===== config.mk =====
export PLATFORM = sky130hd
export DESIGN_NAME = divide_step_unit
export DESIGN_NICKNAME = d
export VERILOG_FILES = /design/src/rtl/dvs_pkg.sv /design/src/rtl/dvs_step_alu.sv /design/src/rtl/dvs_state.sv /design/src/rtl/divide_step_unit.sv
export SDC_FILE = /design/constraint.sdc
export NUM_CORES = 1
export LEC_CHECK = 0
export ABC_AREA = 1
export BUFFER_PORTS_ARGS = -buffer_cell sky130_fd_sc_hd__clkbuf_2
export CAP_MARGIN = 5
export CORE_ASPECT_RATIO = 0.75
export CORE_MARGIN = 4
export CORE_UTILIZATION = 63
export DETAILED_ROUTE_END_ITERATION = 7
export HOLD_SLACK_MARGIN = 0.1
export PLACE_DENSITY = 0.89
export SYNTH_ARGS = -nofsm -noshare
export SYNTH_HDL_FRONTEND = slang
export SYNTH_SLANG_ARGS = --single-unit

===== constraint.sdc =====
create_clock -name clk_i -period 5.65 [get_ports clk_i]
set_input_delay 0.2825 -clock clk_i [delete_from_list [all_inputs] [get_ports clk_i]]
set_output_delay 0.2825 -clock clk_i [all_outputs]
set_load 0.02 [all_outputs]

===== src/rtl/dvs_pkg.sv =====
package dvs_pkg;
  typedef enum logic [1:0] {
    CMD_IDLE   = 2'b00,
    CMD_INIT_U = 2'b01,
    CMD_INIT_S = 2'b10,
    CMD_STEP   = 2'b11
  } dvs_cmd_e;

  typedef struct packed {
    logic q;
    logic m;
    logic t;
  } dvs_flags_t;
endpackage


===== src/rtl/dvs_step_alu.sv =====
module dvs_step_alu #(
  parameter int unsigned W = 32
) (
  input  logic [W-1:0] rn_i,
  input  logic [W-1:0] rm_i,
  input  logic         q_i,
  input  logic         m_i,
  input  logic         t_i,
  output logic [W-1:0] rn_o,
  output logic         q_o,
  output logic         t_o
);
  localparam int unsigned MSB = W - 1;

  logic [W-1:0] shifted;
  logic [W:0]   sum_ext;
  logic [W:0]   dif_ext;
  logic         do_sub;
  logic         flag;

  assign shifted = {rn_i[MSB-1:0], t_i};
  assign do_sub  = (q_i == m_i);
  assign sum_ext = {1'b0, shifted} + {1'b0, rm_i};
  assign dif_ext = {1'b0, shifted} - {1'b0, rm_i};

  always_comb begin
    if (do_sub) begin
      rn_o = dif_ext[MSB:0];
      flag = dif_ext[W];
    end else begin
      rn_o = sum_ext[MSB:0];
      flag = sum_ext[W];
    end
    q_o = flag ^ rn_i[MSB] ^ m_i;
    t_o = (q_o == m_i);
  end
endmodule


===== src/rtl/dvs_state.sv =====
module dvs_state
  import dvs_pkg::*;
#(
  parameter int unsigned W = 32
) (
  input  logic         clk_i,
  input  logic         rst_ni,
  input  dvs_cmd_e     cmd_i,
  input  logic         rn_msb_i,
  input  logic         rm_msb_i,
  input  logic [W-1:0] step_rn_i,
  input  logic         step_q_i,
  input  logic         step_t_i,
  output logic [W-1:0] rn_o,
  output dvs_flags_t   flags_o
);
  dvs_flags_t   flags_q, flags_d;
  logic [W-1:0] rn_q, rn_d;

  always_comb begin
    flags_d = flags_q;
    rn_d    = rn_q;
    unique case (cmd_i)
      CMD_INIT_U: flags_d = '0;
      CMD_INIT_S: begin
        flags_d.q = rn_msb_i;
        flags_d.m = rm_msb_i;
        flags_d.t = rn_msb_i ^ rm_msb_i;
      end
      CMD_STEP: begin
        flags_d.q = step_q_i;
        flags_d.t = step_t_i;
        rn_d      = step_rn_i;
      end
      default: ;
    endcase
  end

  always_ff @(posedge clk_i or negedge rst_ni) begin
    if (!rst_ni) begin
      flags_q <= '0;
      rn_q    <= '0;
    end else begin
      flags_q <= flags_d;
      rn_q    <= rn_d;
    end
  end

  assign flags_o = flags_q;
  assign rn_o    = rn_q;

  assert_init_u_clears_R2: assert property (@(posedge clk_i) disable iff (!rst_ni)
    cmd_i == CMD_INIT_U |=> (flags_q == '0) && $stable(rn_q));
  assert_init_s_signs_R3: assert property (@(posedge clk_i) disable iff (!rst_ni)
    cmd_i == CMD_INIT_S |=> flags_q.m == $past(rm_msb_i) && flags_q.q == $past(rn_msb_i));
  assert_idle_holds_R8: assert property (@(posedge clk_i) disable iff (!rst_ni)
    cmd_i == CMD_IDLE |=> $stable(flags_q) && $stable(rn_q));
  assert_step_keeps_m_R8: assert property (@(posedge clk_i) disable iff (!rst_ni)
    cmd_i == CMD_STEP |=> $stable(flags_q.m));
  assert_step_t_match_R7: assert property (@(posedge clk_i) disable iff (!rst_ni)
    cmd_i == CMD_STEP |=> flags_q.t == (flags_q.q == flags_q.m));
endmodule


===== src/rtl/divide_step_unit.sv =====
module divide_step_unit
  import dvs_pkg::*;
#(
  parameter int unsigned W = 32
) (
  input  logic         clk_i,
  input  logic         rst_ni,
  input  logic [1:0]   cmd_i,
  input  logic [W-1:0] rn_i,
  input  logic [W-1:0] rm_i,
  output logic [W-1:0] rn_o,
  output logic         q_o,
  output logic         m_o,
  output logic         t_o
);
  localparam int unsigned MSB = W - 1;

  dvs_flags_t   flags;
  logic [W-1:0] alu_rn;
  logic         alu_q, alu_t;
  dvs_cmd_e     cmd;

  assign cmd = dvs_cmd_e'(cmd_i);

  dvs_step_alu #(.W(W)) u_alu (
    .rn_i (rn_i),
    .rm_i (rm_i),
    .q_i  (flags.q),
    .m_i  (flags.m),
    .t_i  (flags.t),
    .rn_o (alu_rn),
    .q_o  (alu_q),
    .t_o  (alu_t)
  );

  dvs_state #(.W(W)) u_state (
    .clk_i     (clk_i),
    .rst_ni    (rst_ni),
    .cmd_i     (cmd),
    .rn_msb_i  (rn_i[MSB]),
    .rm_msb_i  (rm_i[MSB]),
    .step_rn_i (alu_rn),
    .step_q_i  (alu_q),
    .step_t_i  (alu_t),
    .rn_o      (rn_o),
    .flags_o   (flags)
  );

  assign q_o = flags.q;
  assign m_o = flags.m;
  assign t_o = flags.t;
endmodule


Word level (Yosys, flattened, before mapping)
Index checks and enable logic that the tools add are counted.
{ "word_totals": {"out_inout_bits": 35, "inputBits": 68, "regBits": 35} }
{ "classes": {"n_mux": 5, "add_sub_neg": 2, "bitwise_logic": 3, "eq_ne": 5, "n_reduce_logical": 2} }
{ "ops": {"columns": ["operator", "n"], "rows": [
  ["$add A32 B32 Y33", 1],
  ["$sub A32 B32 Y33", 1],
  ["$mux W32", 1],
  ["$pmux W1 S3", 2],
  ["$eq A2 B2 Y1 const B", 2],
  ["$reduce_bool A3 Y1", 1],
  ["$xor A1 B1 Y1", 3],
  ["$eq A1 B1 Y1", 2],
  ["$eq A2 B1 Y1 const B", 1],
  ["$pmux W1 S2", 1],
  ["$reduce_bool A2 Y1", 1],
  ["$mux W1", 1]
]} }

Logic depth before layout (Yosys ltp)
{ "logic_depth": {"depth_word": 6, "depth_mapped": 18, "depth_no_buf": 18} }

Modules after synthesis
A second synthesis with hierarchy kept.
{ "hier_totals": {"hier_cells": 1014, "hier_area_um2": 6103.4} }
{ "modules_own_cells": {"columns": ["module", "cells_each", "instances", "area_each_um2"], "rows": [
  ["dvs_step_alu", 922, 1, 4576.9],
  ["dvs_state", 92, 1, 1526.5]
]} }

Least setup slack after synthesis
OpenSTA, ideal clock, no wires.
{ "synth_path": {"kind": "register to register", "startpoint": "reg u_state.flags_q, in the netlist u_state.flags_o[0]", "endpoint": "reg u_state.rn_q[26], in the netlist u_state.rn_o[26]", "t_required_ns": 5.532, "path_stages_with_launch": 16, "setup_time_ns": 0.118, "arrival_time_ns": 2.083, "n_path_buf": 0, "path_slack_ns": 3.449, "path_cell_list": "dfrtp_1 -> inv_1 -> ha_1 -> fa_1 -> inv_1 -> nand2_1 -> a21oi_1 -> a21oi_1 -> o21ai_2 -> nand2_1 -> nand2_1 -> nand2_1 -> nand2_1 -> nand3_1 -> nand3_1 -> nand2_1"} }
{ "synth_between": {"elab_chain_cells": 2, "elab_cells_between_ends": 3, "cone_classes": "2 x add/sub; 1 x mux"} }
{ "synth_lines": {"columns": ["element", "line", "source"], "rows": [
  ["from (decl)", "dvs_state.sv:17", "dvs_flags_t flags_q, flags_d;"],
  ["from (signal assigned)", "dvs_state.sv:44", "flags_q <= flags_d;"],
  ["$add A32 B32 Y33 or $sub A32 B32 Y33 (tied branches)", "dvs_step_alu.sv:23, dvs_step_alu.sv:24", null],
  ["$mux W32 *", "dvs_step_alu.sv:27", "if (do_sub) begin"],
  ["to (signal assigned)", "dvs_state.sv:45", "rn_q <= rn_d;"],
  ["to (decl)", "dvs_state.sv:18", "logic [W-1:0] rn_q, rn_d;"]
]} }
Every way passes the cells marked *; elsewhere a longest branch is shown, timed or not.
A chain may end at the register's enable or synchronous reset.

Final worst setup path
{ "layout_path": {"startpoint": "reg u_state.flags_q, in the netlist u_state.flags_o[0]", "endpoint": "reg u_state.rn_q[22], in the netlist u_state.rn_o[22]"} }
The elaborated chain is that of the path after synthesis.

==> results.toml <==
[clocking]
clock_path_buffers = 2
post-cts-setup-buffers = 0
clk_latency_ns = 0.28
cts-buffers-inserted = 5
clock_sinks = 35
cts_resized = 0
cts_htree_levels = 2
hold_buffers = 0
clk_pin_slew_worst_paths_ns = 0.06
cts_tree = "done"
root_buffer = "clkbuf_16"

[critical_path]
critPathTopFamily = "simple AND/OR/NAND/NOR gates"
cp.required_ns = 5.86
critPathArrivalTime_ns = 2.82
cpPeakStageDelay_ns = 0.39
worst_path_max_delay_cell = "fa_1"
critPathKind = "register to register"
critPathMaxFanout = 3
worst_path_most_repeated_cell = "nand2_1"
startpoint_type = "register"
worst-path-buf-inv = 2
worstPathCellList = "inv_1 > ha_1 > fa_1 > inv_1 > nand2_1 > a21oi_1 > a21oi_1 > o21ai_2 > nand2_1 > nand2_1 > xor2_1 > nand2_1 > nand2_1 > nand2_1 > nand2_1"
cp-end-kind = "register"

[detailed_routing]
viasPerCell = 5.77
first_iter_violations = 774
first_pass_iters = 7
wire_per_inst_um = 15.9
drc = 0
wirelength_um = 18200
vias = 6629
ant_nets = 0

[timing]
fmax_ghz = 0.383
rsz0062_at_grt = "false"
tightest_slew_ns = 1.03
relSlewSlack_pct = 31.6
fin_crit_sh_pct = 46.2
hold_viol = 0
finalSetupTns_ns = 0
setup_viol = 0
min_period_ns = 2.61
maxSlewViolCount = 0
skew_ns = 0.00534

[logic_synthesis]
synth_warnings = 0
yosysTopAreaCell = "nand2_1"
synthDistinctLibCells = 44
yosysSeqAreaShare_pct = 15.3
syn-cell-area_um2 = 5720
synth_fp_nets = 1095
yosysTopAreaCellShare_pct = 18.1
synth_cells = 958
async_flop_share_pct = 100
synth_seq_cells = 35
synth_edf_count = 0
syn_area_per_cell_um2 = 5.97
synthFlopType = "dfrtp_1"
synth_area_leaders = "nand2_1 (18%), dfrtp_1 (15%), ha_1 (15%), inv_1 (9.1%), nor2_1 (6.2%)"

[finish]
fin_util_pct = 74.0
layout_common_cells = "nand2_1 (275), inv_1 (139), clkbuf_2 (102), nor2_1 (94)"
fin_cells = 1148
drive_above_1_share_pct = 14.7
final_common_cell = "nand2_1"
nets = 1176
final.fill_count = 767
diodes = 0
areaGrowthSynthToFinish_pct = 11.8

[floorplanning]
start_util_pct = 66.2
die_y_um = 90.5
die-area_um2 = 10700
core_um2 = 8640
rows = 29
ios = 103
die_x_um = 118

[place]
dp_cells = 1140
dp_hpwl_um = 15100
portBuffers = 102
gp_congestion = 1.04

[global_routing]
grt_usage_pct = 33.0
grt_max_degree = 39
grt.overflow.total = 0
grt_pass1_wl_um = 29000
first_global_vias = 5920
antenna_found_initial = 0

[power]
total_power_mw = 1.52
p_per_area_nw_per_um2 = 237
peakVddDrop_v = 0.000154
p_leak_nw = 3.56

[status]
status = "finished, final reports clean"

[worst_hold_path]
min_path_type = "input port to asynchronous set/reset pin"

[run]
drv_cap = 0
## cells in the mapped netlist, types with 3 or more instances
cell type and n:
ha_1 67, a21oi_2 4, nand3b_1 5, nor2_1 94
o21ai_1 13, buf_2 13, dfrtp_1 35, nand2_2 6
o21a_1 3, nor4_1 5, buf_4 5, clkbuf_1 6
a21oi_1 67, o21ai_2 4, a21boi_0 3, inv_1 139
nand3_1 64, a31oi_1 7, o21bai_1 22, nand3_2 3
nand4_1 3, nor3_1 8, xor2_1 19, nor2_2 8
o21ai_0 40, nand2_1 275, a21o_1 5, inv_2 8
## layout make-up
| cell class | count | area, um2 | area share (%) |
|---|---|---|---|
| Multi-Input combinational cell | 746 | 4130 | 64.6 |
| Sequential cell | 35 | 876 | 13.7 |
| Inverter | 147 | 552 | 8.63 |
| Timing Repair Buffer | 104 | 526 | 8.22 |
| Clock buffer | 6 | 139 | 2.17 |
| Tap cell | 108 | 135 | 2.11 |
| Clock inverter | 2 | 35.0 | 0.548 |
## path summary, 6_finish.rpt
check                                   start                  to  slack (ns)  depth (start not counted)
hold reg to reg              u_state.rn_o[22]    u_state.rn_o[22]        0.49                          2
hold / removal                         rst_ni     u_state.rn_o[0]        0.12                          1
min in group clk_i                   rm_i[31]  u_state.flags_o[1]        0.38                          3
setup reg to reg           u_state.flags_o[0]    u_state.rn_o[22]        3.04                         15
max in group asynchronous              rst_ni    u_state.rn_o[26]        4.98                          1
setup / recovery           u_state.flags_o[0]    u_state.rn_o[22]        3.04                         15
## where the power goes
part           internal (mW)  switching (mW)  leakage (nW)
Sequential             0.314          0.0428         0.426
Combinational          0.263           0.570          3.05
Clock                  0.219           0.108        0.0868
Total                  0.796           0.721          3.56
## kinds of logic (layout without fill, tap and decap cells)
family | after synthesis | count (layout) | share of synthesized area, %
AO/OA/AOI/OAI | 173 | 173 | 17.6
XOR/XNOR | 21 | 21 | 3.22
adder cells (fa/ha/maj) | 69 | 69 | 15.4
buffers and inverters | 177 | 259 | 12.5
flip-flops | 35 | 35 | 15.3
AND/OR/NAND/NOR | 483 | 483 | 36.0
## registers in the layout, summed over array words and instances, names as in the netlist
register / cells
u_state.flags_o: 3
u_state.rn_o: 32
## routing by layer
| metal | track usage, % | vias up | wire length [um] |
|---|---|---|---|
| li1 | - | 3208 | - |
| met1 | 51.8 | 2941 | 8350 |
| met2 | 46.2 | 441 | 7030 |
| met3 | 6.07 | 39 | 2590 |
| met4 | 6.73 | 0 | 274 |
| met5 | 0 | - | 0 |
## stage by stage
step	hold WS [ns]	instance area [um2]	worst slack, ns
after global routing	0.193	6390	2.95
final	0.118	6390	3.04
after detailed placement	0.430	6220	3.20
after floorplan	-0.0131	5720	3.45
after CTS	0.142	6390	3.13
after global placement	0.426	6220	3.23
(Power assumes the default switching activity.)
